**src/rtl/sysopt_pkg.sv**
```systemverilog
package sysopt_pkg;

   localparam int OPT_W          = 8;
   // bit positions software decodes
   localparam int BIT_WDOG_EN    = 7;
   localparam int BIT_LONG_SEL   = 6;
   localparam int BIT_STOP_EN    = 5;
   localparam int BIT_DBG_FN     = 1;
   localparam int BIT_RST_FN     = 0;

   localparam logic [OPT_W-1:0] OPT_RESET = 8'hD3;
   localparam logic [OPT_W-1:0] OPT_WMASK = 8'hE3;

   typedef enum logic [1:0] {
      CAUSE_NONE = 2'b00,
      CAUSE_WDOG = 2'b01,
      CAUSE_STOP = 2'b10
   } rst_cause_e;

endpackage

```
**src/rtl/sysopt_optreg.sv**
```systemverilog
module sysopt_optreg #(
   parameter int                REG_W   = 8,
   parameter logic [REG_W-1:0]  RST_VAL = 8'hD3,
   parameter logic [REG_W-1:0]  WR_MASK = 8'hE3,
   parameter int                SEL_BIT = 6
) (
   input  logic             clk,
   input  logic             rst_n,
   input  logic             soft_clr_i,
   input  logic             wr_en_i,
   input  logic [REG_W-1:0] wr_data_i,
   output logic [REG_W-1:0] val_o,
   output logic             sel_restart_o
);

   initial begin
      assert (SEL_BIT >= 0 && SEL_BIT < REG_W)
         else $error("sysopt_optreg: SEL_BIT outside register");
      assert (WR_MASK[SEL_BIT])
         else $error("sysopt_optreg: SEL_BIT must be writable");
   end

   logic locked_q;
   logic accept;

   assign accept = wr_en_i && !locked_q;

   for (genvar b = 0; b < REG_W; b++) begin : g_bit
      if (WR_MASK[b]) begin : g_rw
         logic q;
         always_ff @(posedge clk or negedge rst_n) begin
            if (!rst_n)          q <= RST_VAL[b];
            else if (soft_clr_i) q <= RST_VAL[b];
            else if (accept)     q <= wr_data_i[b];
         end
         assign val_o[b] = q;
      end else begin : g_fixed
         assign val_o[b] = RST_VAL[b];
      end
   end

   always_ff @(posedge clk or negedge rst_n) begin
      if (!rst_n)          locked_q <= 1'b0;
      else if (soft_clr_i) locked_q <= 1'b0;
      else if (accept)     locked_q <= 1'b1;
   end

   assign sel_restart_o = accept && (wr_data_i[SEL_BIT] != val_o[SEL_BIT]);


   lock_hold_chk: assert property (@(posedge clk) disable iff (!rst_n)
      locked_q && !soft_clr_i |=> $stable(val_o));


   first_write_locks_chk: assert property (@(posedge clk) disable iff (!rst_n)
      wr_en_i && !soft_clr_i |=> locked_q);


   soft_default_chk: assert property (@(posedge clk) disable iff (!rst_n)
      soft_clr_i |=> (val_o == RST_VAL) && !locked_q);

endmodule

```
**src/rtl/sysopt_wdog_cnt.sv**
```systemverilog
module sysopt_wdog_cnt #(
   parameter int SHORT_LOG2 = 18,
   parameter int LONG_LOG2  = 20
) (
   input  logic clk,
   input  logic rst_n,
   input  logic en_i,
   input  logic long_sel_i,
   input  logic kick_i,
   input  logic restart_i,
   input  logic clr_i,
   output logic expire_o
);

   localparam int CNT_W = LONG_LOG2;
   localparam logic [CNT_W-1:0] LAST_LONG  = {CNT_W{1'b1}};
   localparam logic [CNT_W-1:0] LAST_SHORT = CNT_W'((64'd1 << SHORT_LOG2) - 64'd1);

   initial begin
      assert (SHORT_LOG2 >= 1)
         else $error("sysopt_wdog_cnt: SHORT_LOG2 must be at least 1");
      assert (LONG_LOG2 >= SHORT_LOG2 && LONG_LOG2 <= 32)
         else $error("sysopt_wdog_cnt: LONG_LOG2 out of range");
   end

   logic [CNT_W-1:0] cnt_q;
   logic [CNT_W-1:0] last_val;

   if (SHORT_LOG2 == LONG_LOG2) begin : g_single_limit
      logic unused_sel;
      assign unused_sel = long_sel_i;
      assign last_val   = LAST_LONG;
   end else begin : g_dual_limit
      assign last_val = long_sel_i ? LAST_LONG : LAST_SHORT;
   end

   assign expire_o = en_i && !kick_i && !restart_i && (cnt_q == last_val);

   always_ff @(posedge clk or negedge rst_n) begin
      if (!rst_n)
         cnt_q <= '0;
      else if (clr_i || kick_i || restart_i || !en_i || (cnt_q == last_val))
         cnt_q <= '0;
      else
         cnt_q <= cnt_q + CNT_W'(1);
   end


   no_overflow_chk: assert property (@(posedge clk) disable iff (!rst_n)
      cnt_q <= last_val);


   kick_clear_chk: assert property (@(posedge clk) disable iff (!rst_n)
      kick_i |=> cnt_q == '0);


   restart_clear_chk: assert property (@(posedge clk) disable iff (!rst_n)
      restart_i |=> cnt_q == '0);


   idle_when_off_chk: assert property (@(posedge clk) disable iff (!rst_n)
      !en_i |=> cnt_q == '0);

endmodule

```
**src/rtl/sysopt_rst_ctl.sv**
```systemverilog
module sysopt_rst_ctl
   import sysopt_pkg::*;
(
   input  logic       clk,
   input  logic       rst_n,
   input  logic       wdog_expire_i,
   input  logic       stop_req_i,
   input  logic       stop_en_i,
   output logic       fire_o,
   output logic       sys_rst_o,
   output rst_cause_e cause_o,
   output logic       stop_grant_o
);

   logic       rst_q;
   rst_cause_e cause_q;
   logic       grant_q;
   logic       illegal_stop;

   assign illegal_stop = stop_req_i && !stop_en_i;
   // no new request in the cycle a request is already out
   assign fire_o = !rst_q && (wdog_expire_i || illegal_stop);

   always_ff @(posedge clk or negedge rst_n) begin
      if (!rst_n) begin
         rst_q   <= 1'b0;
         cause_q <= CAUSE_NONE;
         grant_q <= 1'b0;
      end else begin
         rst_q   <= fire_o;
         if (!fire_o)           cause_q <= CAUSE_NONE;
         else if (wdog_expire_i) cause_q <= CAUSE_WDOG;
         else                    cause_q <= CAUSE_STOP;
         grant_q <= !rst_q && !fire_o && stop_req_i && stop_en_i;
      end
   end

   assign sys_rst_o    = rst_q;
   assign cause_o      = cause_q;
   assign stop_grant_o = grant_q;


   single_pulse_chk: assert property (@(posedge clk) disable iff (!rst_n)
      sys_rst_o |=> !sys_rst_o);


   cause_idle_chk: assert property (@(posedge clk) disable iff (!rst_n)
      !sys_rst_o |-> cause_o == CAUSE_NONE);


   wdog_priority_chk: assert property (@(posedge clk) disable iff (!rst_n)
      wdog_expire_i && !sys_rst_o |=> sys_rst_o && cause_o == CAUSE_WDOG);


   stop_trap_chk: assert property (@(posedge clk) disable iff (!rst_n)
      stop_req_i && !stop_en_i && !sys_rst_o |=> sys_rst_o);


   grant_excl_chk: assert property (@(posedge clk) disable iff (!rst_n)
      !(stop_grant_o && sys_rst_o));

endmodule

```
**src/rtl/sysopt_wdog_top.sv**
```systemverilog
module sysopt_wdog_top
   import sysopt_pkg::*;
#(
   parameter int SHORT_LOG2 = 18,
   parameter int LONG_LOG2  = 20
) (
   input  logic             clk,
   input  logic             rst_n,
   input  logic             wr_en_i,
   input  logic [OPT_W-1:0] wr_data_i,
   output logic [OPT_W-1:0] rd_data_o,
   input  logic             wdog_kick_i,
   input  logic             stop_req_i,
   output logic             stop_grant_o,
   output logic             sys_rst_o,
   output logic [1:0]       rst_cause_o,
   output logic             dbg_pin_fn_o,
   output logic             rst_pin_fn_o
);

   logic [OPT_W-1:0] opt_val;
   logic             sel_restart;
   logic             wdog_expire;
   logic             fire;
   rst_cause_e       cause;

   sysopt_optreg #(
      .REG_W   (OPT_W),
      .RST_VAL (OPT_RESET),
      .WR_MASK (OPT_WMASK),
      .SEL_BIT (BIT_LONG_SEL)
   ) u_optreg (
      .clk           (clk),
      .rst_n         (rst_n),
      .soft_clr_i    (fire),
      .wr_en_i       (wr_en_i),
      .wr_data_i     (wr_data_i),
      .val_o         (opt_val),
      .sel_restart_o (sel_restart)
   );

   sysopt_wdog_cnt #(
      .SHORT_LOG2 (SHORT_LOG2),
      .LONG_LOG2  (LONG_LOG2)
   ) u_wdog (
      .clk        (clk),
      .rst_n      (rst_n),
      .en_i       (opt_val[BIT_WDOG_EN]),
      .long_sel_i (opt_val[BIT_LONG_SEL]),
      .kick_i     (wdog_kick_i),
      .restart_i  (sel_restart),
      .clr_i      (fire),
      .expire_o   (wdog_expire)
   );

   sysopt_rst_ctl u_rstctl (
      .clk           (clk),
      .rst_n         (rst_n),
      .wdog_expire_i (wdog_expire),
      .stop_req_i    (stop_req_i),
      .stop_en_i     (opt_val[BIT_STOP_EN]),
      .fire_o        (fire),
      .sys_rst_o     (sys_rst_o),
      .cause_o       (cause),
      .stop_grant_o  (stop_grant_o)
   );

   assign rd_data_o    = opt_val;
   assign rst_cause_o  = cause;
   assign dbg_pin_fn_o = opt_val[BIT_DBG_FN];
   assign rst_pin_fn_o = opt_val[BIT_RST_FN];


   pin_follow_chk: assert property (@(posedge clk) disable iff (!rst_n)
      (dbg_pin_fn_o == rd_data_o[1]) && (rst_pin_fn_o == rd_data_o[0]));


   fixed_bits_chk: assert property (@(posedge clk) disable iff (!rst_n)
      rd_data_o[4:2] == 3'b100);

endmodule

```
**config.mk**
```make
export PLATFORM = sky130hd
export DESIGN_NAME = sysopt_wdog_top
export DESIGN_NICKNAME = d
export VERILOG_FILES = /design/src/rtl/sysopt_pkg.sv /design/src/rtl/sysopt_optreg.sv /design/src/rtl/sysopt_wdog_cnt.sv /design/src/rtl/sysopt_rst_ctl.sv /design/src/rtl/sysopt_wdog_top.sv
export SDC_FILE = /design/constraint.sdc
export NUM_CORES = 1
export LEC_CHECK = 0
export BUFFER_PORTS_ARGS = -buffer_cell sky130_fd_sc_hd__buf_2
export CAP_MARGIN = 0
export CELL_PAD_IN_SITES_DETAIL_PLACEMENT = 0
export CELL_PAD_IN_SITES_GLOBAL_PLACEMENT = 1
export CORE_MARGIN = 2
export CORE_UTILIZATION = 45
export DETAILED_ROUTE_END_ITERATION = 6
export HOLD_SLACK_MARGIN = 0.03
export PLACE_DENSITY = 0.88
export REMOVE_ABC_BUFFERS = 1
export SYNTH_ARGS = -nofsm -noshare
export SYNTH_HDL_FRONTEND = slang
export SYNTH_SLANG_ARGS = --single-unit
```
**constraint.sdc**
```tcl
create_clock -name clk -period 5.5 [get_ports clk]
set_input_delay 0.825 -clock clk [delete_from_list [all_inputs] [get_ports clk]]
set_output_delay 0.825 -clock clk [all_outputs]
set_load 0.01 [all_outputs]
```
==> impl_metrics.json, run 1 <==
{
  "cp.required_ps": 5760,
  "post_synth_main_area_contributors": "dfrtp_1, dfstp_2, xor2_1",
  "yosys.area_share.simple": 0.2334,
  "postCtsHoldBufs": 0,
  "instances_no_fill": 218,
  "grt_pass1_vias": 1127,
  "relSlewSlack": 0.5611,
  "slowest_stage": "or4_1",
  "path_buf_inv": 0,
  "syn_avg_cell_area_um2": 9.866,
  "final_cell_area_um2": 1685,
  "cts-root-buf": "clkbuf_4",
  "synth_area_um2": 1549,
  "tns_ps": 0,
  "wl_per_cell_um": 13.47,
  "clk_latency_ps": 340,
  "synth-edff-count": 0,
  "area_growth_pct": 8.805,
  "synth_top_area_share": 0.4200,
  "dr.pass1.iters": 4,
  "status": "completed",
  "drv_cap": 0,
  "vdd_drop_max_mv": 0.1497,
  "antenna_found_initial": 0,
  "via_per_inst": 5.326,
  "reg2reg_to": "u_wdog.cnt_q[18]$_DFF_PN0_",
  "synth_fa_ha_area_frac": 0.008078,
  "max_stage_delay_ps": 530,
  "p_int_mw": 0.3391,
  "arrival_ps": 2150,
  "cts.sinks": 30,
  "setup_ws_ps": 3605,
  "rsz0062_at_grt": "false",
  "cts_setup_buffers": 0,
  "path_max_fanout": 6,
  "syn_inst": 157,
  "ys_async_sr_fraction": 1.000,
  "power_mw": 0.4788,
  "dpl.hpwl_mm": 2.062,
  "start_util": 0.4679,
  "r2r_cells": 5,
  "place_area_um2": 1625,
  "synth_compound_area_frac": 0.08078,
  "die_width_um": 62.67,
  "pin_count": 27,
  "yosysSeqAreaShare": 0.4879,
  "postRouteAntennaNets": 0,
  "grt-ovfl-total": 0,
  "dp.cells": 210,
  "grt_max_degree": 31,
  "track_usage": 0.1698,
  "crit_family": "simple AND/OR/NAND/NOR gates",
  "power_density_nw_per_um2": 284.1,
  "pwr-share-clk": 0.287,
  "finalSetupViolCount": 0,
  "crit_path_cell_trace": "ha_1, and3_1, nand2_1, or4_1, a21oi_1",
  "seqPwrFrac": 0.537,
  "cts_resized": 0,
  "die_h_um": 62.67,
  "yosysWarnings": 0,
  "synthMuxAreaShare": 0.03312,
  "path_clk_slew_ps": 100,
  "vias": 1161,
  "synth_seq_cells": 30,
  "fmax_ghz": 0.5277,
  "fin_nets": 185,
  "worstSetupStartpointType": "flop",
  "p_leak_nw": 0.7482,
  "drt-initial-drc-count": 62,
  "critical_path_class": "flop to flop",
  "fin_crit_sh": 0.3445,
  "synth_top_family_by_area": "simple AND/OR/NAND/NOR gates",
  "drive_above_1_share": 0.2267,
  "switchingPower_mw": 0.1397,
  "ys.flop_type": "dfrtp_1",
  "fp.coreArea_um2": 3311,
  "place.gp.congestion": 0.7668,
  "combPwrFrac": 0.177,
  "netlist-cell-type-count": 40,
  "wl_mm": 2.937,
  "ff2ff_setup_slack_ps": 3610,
  "route.detailed.drc": 0,
  "synth_area_leader_cell": "dfrtp_1",
  "skew_ps": 7.760,
  "placementRows": 21,
  "cts_inserted_buffers": 5,
  "numPortBuffers": 20,
  "clock_path_buffers": 2,
  "synthXorXnorAreaFrac": 0.08481,
  "worstHoldPathType": "input pin to asynchronous set/reset pin",
  "hold_viol_final": 0,
  "die_area_um2": 3928,
  "diodes": 0,
  "drv_slew": 0,
  "h-tree-depth": 2,
  "tightest_slew_ps": 658.4,
  "rr_startpoint": "u_wdog.cnt_q[0]$_DFF_PN0_",
  "crit_path_end_kind": "flop",
  "layout_min_cycle_time_ps": 1895,
  "grt_pass1_wl_mm": 5.119,
  "cts_tree": "done",
  "swShare": 0.2917,
  "dp_slack_ps": 3267
}
## how the worst max path moves through the flow
stage                                    startpoint  cells past startpoint                         end  slack [ps]
final                     u_wdog.cnt_q[0]$_DFF_PN0_                      5  u_wdog.cnt_q[18]$_DFF_PN0_        3610
after global routing      u_wdog.cnt_q[0]$_DFF_PN0_                      5  u_wdog.cnt_q[18]$_DFF_PN0_        3480
after CTS                 u_wdog.cnt_q[0]$_DFF_PN0_                      5  u_wdog.cnt_q[18]$_DFF_PN0_        3600
after detailed placement                    wr_en_i                      5   u_wdog.cnt_q[9]$_DFF_PN0_        3270
after global placement                      wr_en_i                      5   u_wdog.cnt_q[8]$_DFF_PN0_        3300
after floorplan                             wr_en_i                      4  u_wdog.cnt_q[10]$_DFF_PN0_        3640
## layout make-up
| class | instances | area, µm² |
|---|---|---|
| clock buffer | 7 | 55.05 |
| clock inverter | 1 | 5.005 |
| fill | 331 | 1625 |
| inverter | 5 | 18.77 |
| multi-input combinational | 109 | 693.2 |
| sequential | 30 | 755.7 |
| tap | 46 | 57.56 |
| timing repair buffer | 20 | 100.1 |
## worst register-to-register path: stages, from the launching register on
cell	delay (ps)
dfrtp_1	420
ha_1	220
and3_1	320
nand2_1	190
or4_1	530
a21oi_1	150
## cell families (layout without fill, tap and decap cells)
group,count (synthesis),count (layout)
other cells,2,3
fa+ha+maj,1,1
buf+inv,19,33
simple gates,66,66
xor+xnor,15,15
mux,5,5
flops,30,30
compound gates,19,19
## flip-flops by register name (all words and copies together) (netlist names)
name and cells:
u_rstctl.sys_rst_o 1, u_rstctl.stop_grant_o 1, u_optreg.g_bit.g_rw.q 5, u_rstctl.cause_o 2, u_optreg.locked_q 1, u_wdog.cnt_q 20
## synth_stat cells (5+ instances only)
| library cell | number |
|---|---|
| nand3_1 | 12 |
| nor2_1 | 16 |
| a21oi_1 | 8 |
| buf_4 | 8 |
| nand2_1 | 6 |
| xor2_1 | 8 |
| nand4_1 | 6 |
| dfrtp_1 | 26 |
| inv_1 | 5 |
| xnor2_1 | 7 |
## per-layer routing
| metal | wire (µm) | GRT usage | up-vias | share of wire |
|---|---|---|---|---|
| li1 | - | - | 572 | - |
| met1 | 1326 | 0.2140 | 563 | 0.45 |
| met2 | 1448 | 0.2634 | 24 | 0.49 |
| met3 | 141 | 0.06486 | 2 | 0.048 |
| met4 | 19 | 0.06667 | 0 | 0.0065 |
| met5 | 0 | 0 | - | 0 |
## cells in the final DEF, fill, tap and decap left out, types with 2 or more instances in the layout
cell type	count
dfrtp_1	26
buf_2	20
nor2_1	16
nand3_1	12
xor2_1	8
a21oi_1	8
xnor2_1	7
nand4_1	6
nand2_1	6
inv_1	5
clkbuf_4	5
nor3_1	4
and3_1	4
nor4_1	4
mux2i_1	4
dfstp_2	4
conb_1	3
and4_1	2
nand2b_1	2
o21ai_0	2
or2_2	2
or4_1	2
## power by group through the flow
stage / combinational [mW] / clock, mW / sequential (mW)
2_1_floorplan: 0.0448 / 0 / 0.267
3_3_place_gp: 0.0841 / 0 / 0.260
3_5_place_dp: 0.0853 / 0 / 0.262
4_1_cts: 0.0860 / 0.142 / 0.257
5_1_grt: 0.0946 / 0.155 / 0.260
6_report: 0.0847 / 0.137 / 0.257
## metrics by stage
| stage | hold WS (ps) | utilization |
|---|---|---|
| CTS | 521.8 | 0.5091 |
| finish | 505.8 | 0.5091 |
| global placement | 492.4 | 0.4909 |
| global route | 536.5 | 0.5091 |
| detailed placement | 508.4 | 0.4909 |
| floorplan | 468.8 | - |
(Power assumes the default switching activity.)
==> inputs of run 2 (changes only) <==
--- a/config.mk
+++ b/config.mk
@@ -5,15 +5,16 @@
 export SDC_FILE = /design/constraint.sdc
 export NUM_CORES = 1
 export LEC_CHECK = 0
+export ABC_AREA = 1
 export BUFFER_PORTS_ARGS = -buffer_cell sky130_fd_sc_hd__buf_2
 export CAP_MARGIN = 0
 export CELL_PAD_IN_SITES_DETAIL_PLACEMENT = 0
 export CELL_PAD_IN_SITES_GLOBAL_PLACEMENT = 1
 export CORE_MARGIN = 2
-export CORE_UTILIZATION = 45
+export CORE_UTILIZATION = 41
 export DETAILED_ROUTE_END_ITERATION = 6
 export HOLD_SLACK_MARGIN = 0.03
-export PLACE_DENSITY = 0.88
+export PLACE_DENSITY = 0.83
 export REMOVE_ABC_BUFFERS = 1
 export SYNTH_ARGS = -nofsm -noshare
 export SYNTH_HDL_FRONTEND = slang
==> constraint.sdc (replaced) <==
create_clock -name clk -period 1.9 [get_ports clk]
set_input_delay 0.285 -clock clk [delete_from_list [all_inputs] [get_ports clk]]
set_output_delay 0.285 -clock clk [all_outputs]
set_load 0.01 [all_outputs]
==> run 2 against run 1 <==
Sequential share of layout area shrank 4.1 points. Clock skew shrank 2.8 ps. Synthesized area grew 8.2%. Count of clock-buffer cells in the layout is the same. Combinational power grew to 5.5 times the previous value.
==> impl_metrics.json, run 2 <==
{
  "status": "completed",
  "seqPwrFrac": 0.470,
  "syn_inst": 203,
  "dp_slack_ps": 188.5,
  "ys_async_sr_fraction": 1.000,
  "cp.required_ps": 2120,
  "tightest_slew_ps": 655.5,
  "synth_top_area_share": 0.3881,
  "cts-root-buf": "clkbuf_8",
  "rsz0062_at_grt": "false",
  "die_area_um2": 4617,
  "cts.sinks": 30,
  "crit_top_cell": "nand2_1",
  "syn_avg_cell_area_um2": 8.259,
  "synth_area_um2": 1677,
  "finalSetupViolCount": 0,
  "worstHoldPathType": "input pin to asynchronous set/reset pin",
  "pin_count": 27,
  "start_util": 0.4222,
  "dpl.hpwl_mm": 2.127,
  "fin_nets": 235,
  "largest_reg_flops": 20,
  "die_width_um": 67.95,
  "drv_cap": 0,
  "slowest_stage": "dfrtp_1",
  "clk_latency_ps": 280,
  "grt-ovfl-total": 0,
  "relSlewSlack": 0.5630,
  "worstSetupStartpointType": "flop",
  "hold_viol_final": 0,
  "combPwrFrac": 0.264,
  "crit_path_end_kind": "flop",
  "skew_ps": 4.927,
  "power_density_nw_per_um2": 951.4,
  "setup_ws_ps": 233.4,
  "netlist-cell-type-count": 30,
  "ff2ff_setup_slack_ps": 230,
  "vdd_drop_max_mv": 0.3307,
  "arrival_ps": 1890,
  "synth-edff-count": 0,
  "dr.pass1.iters": 4,
  "reg2reg_to": "u_rstctl.cause_o[1]$_DFF_PN0_",
  "switchingPower_mw": 0.5679,
  "track_usage": 0.1466,
  "cts_inserted_buffers": 5,
  "post_synth_main_area_contributors": "dfrtp_1, nand2_1, dfstp_2",
  "drv_slew": 0,
  "max_stage_delay_ps": 370,
  "yosysSeqAreaShare": 0.4507,
  "wl_mm": 2.875,
  "drive_above_1_share": 0.2127,
  "vias": 1230,
  "rr_startpoint": "u_wdog.cnt_q[0]$_DFF_PN0_",
  "yosysWarnings": 0,
  "grt_pass1_vias": 1178,
  "swShare": 0.3219,
  "via_per_inst": 4.539,
  "largest_register": "u_wdog.cnt_q",
  "fin_crit_sh": 0.8771,
  "die_h_um": 67.95,
  "r2r_cells": 9,
  "path_max_fanout": 13,
  "placementRows": 23,
  "instances_no_fill": 271,
  "antenna_found_initial": 0,
  "fmax_ghz": 0.6000,
  "tns_ps": 0,
  "drt-initial-drc-count": 79,
  "path_clk_slew_ps": 60,
  "numPortBuffers": 20,
  "p_leak_nw": 0.9230,
  "power_mw": 1.764,
  "pwr-share-clk": 0.266,
  "yosysMostFrequentCell": "nand2_1",
  "synth_seq_cells": 30,
  "wl_per_cell_um": 10.61,
  "dp.cells": 264,
  "route.detailed.drc": 0,
  "layout_min_cycle_time_ps": 1667,
  "final_cell_area_um2": 1854,
  "grt_max_degree": 31,
  "critical_path_class": "flop to flop",
  "diodes": 0,
  "grt_pass1_wl_mm": 5.016,
  "place.gp.congestion": 0.7582,
  "fp.coreArea_um2": 3971,
  "synth_commonest_cells": "nand2_1, nor2_1, inv_1",
  "place_area_um2": 1773,
  "h-tree-depth": 2,
  "mostFrequentLayoutCell": "nand2_1",
  "cts_tree": "done",
  "synth_area_leader_cell": "dfrtp_1",
  "clock_path_buffers": 2,
  "layout_common_cells": "nand2_1, nor2_1, inv_1",
  "area_growth_pct": 10.60,
  "p_int_mw": 1.196,
  "ys.flop_type": "dfrtp_1",
  "crit_path_cell_trace": "ha_1, nand2_1, nor2_4, nand2_4, nor2_8, nand4_4, nand2_1, nand2_1, inv_1",
  "postRouteAntennaNets": 0
}
## run 2: timing repair
action	CTS	global route
hold buffers	0	0
resized for setup	0	1
endpoints found under the setup margin	0	3
buffers inserted	0	0
## run 2: through the flow
| stage | util | hold slack (ps) |
|---|---|---|
| after floorplan | - | -10.59 |
| after global placement | 0.4464 | 358.4 |
| after detailed placement | 0.4464 | 360.2 |
| after CTS | 0.4657 | 53.93 |
| after global routing | 0.4669 | 80.30 |
| final | 0.4669 | 29.33 |
## run 2: power by group through the flow
| stage | Sequential, mW | Clock, mW | Combinational (mW) |
|---|---|---|---|
| 2_1_floorplan | 0.882 | 0 | 0.216 |
| 3_3_place_gp | 0.843 | 0 | 0.459 |
| 3_5_place_dp | 0.843 | 0 | 0.467 |
| 4_1_cts | 0.832 | 0.486 | 0.470 |
| 5_1_grt | 0.846 | 0.516 | 0.536 |
| 6_report | 0.829 | 0.470 | 0.465 |
## run 2: cells by family after synthesis
group	after synthesis	share of synthesized area
AO/OA/AOI/OAI	5	0.01492
XOR/XNOR	7	0.03657
adder cells (fa/ha/maj)	1	0.007461
buffers and inverters	40	0.1209
flip-flops	30	0.4507
other	2	0.004479
AND/OR/NAND/NOR	118	0.3649
## run 2: worst max-delay path: cells and delay by family, from the launching register on
family,cells,cell delay [ps]
simple gates,7,1010
flops,1,370
fa+ha+maj,1,170
buf+inv,1,50
## run 2: final cells by class
cell class | instances | area [µm²]
well taps | 50 | 62.56
fillers | 410 | 2117
flip-flops and latches | 30 | 755.7
repair buffers | 22 | 127.6
inverters | 28 | 105.1
clock buffers | 7 | 76.32
multi-input cells | 134 | 726.9
## run 2: per-layer routing
| metal | vias to the layer above | global-route usage | wire (µm) | part of all wire |
|---|---|---|---|---|
| met1 | 554 | 0.1789 | 1371 | 0.48 |
| met5 | - | 0 | 0 | 0 |
| met2 | 11 | 0.2318 | 1346 | 0.47 |
| li1 | 659 | - | - | - |
| met4 | 0 | 0.06750 | 57 | 0.020 |
| met3 | 6 | 0.05099 | 100 | 0.035 |
## run 2: worst max-delay path by stage
stage | start | endpoint | slack (ps) | depth (start not counted)
global route | u_wdog.cnt_q[0]$_DFF_PN0_ | u_rstctl.cause_o[1]$_DFF_PN0_ | 10 | 9
finish | u_wdog.cnt_q[0]$_DFF_PN0_ | u_rstctl.cause_o[1]$_DFF_PN0_ | 230 | 9
CTS | u_wdog.cnt_q[0]$_DFF_PN0_ | u_optreg.g_bit[1].g_rw.q$_DFFE_PN1P_ | 170 | 9
global placement | u_wdog.cnt_q[0]$_DFF_PN0_ | u_optreg.g_bit[1].g_rw.q$_DFFE_PN1P_ | 230 | 9
detailed placement | u_wdog.cnt_q[0]$_DFF_PN0_ | u_optreg.g_bit[1].g_rw.q$_DFFE_PN1P_ | 190 | 9
floorplan | u_wdog.cnt_q[0]$_DFF_PN0_ | u_wdog.cnt_q[13]$_DFF_PN0_ | 180 | 8
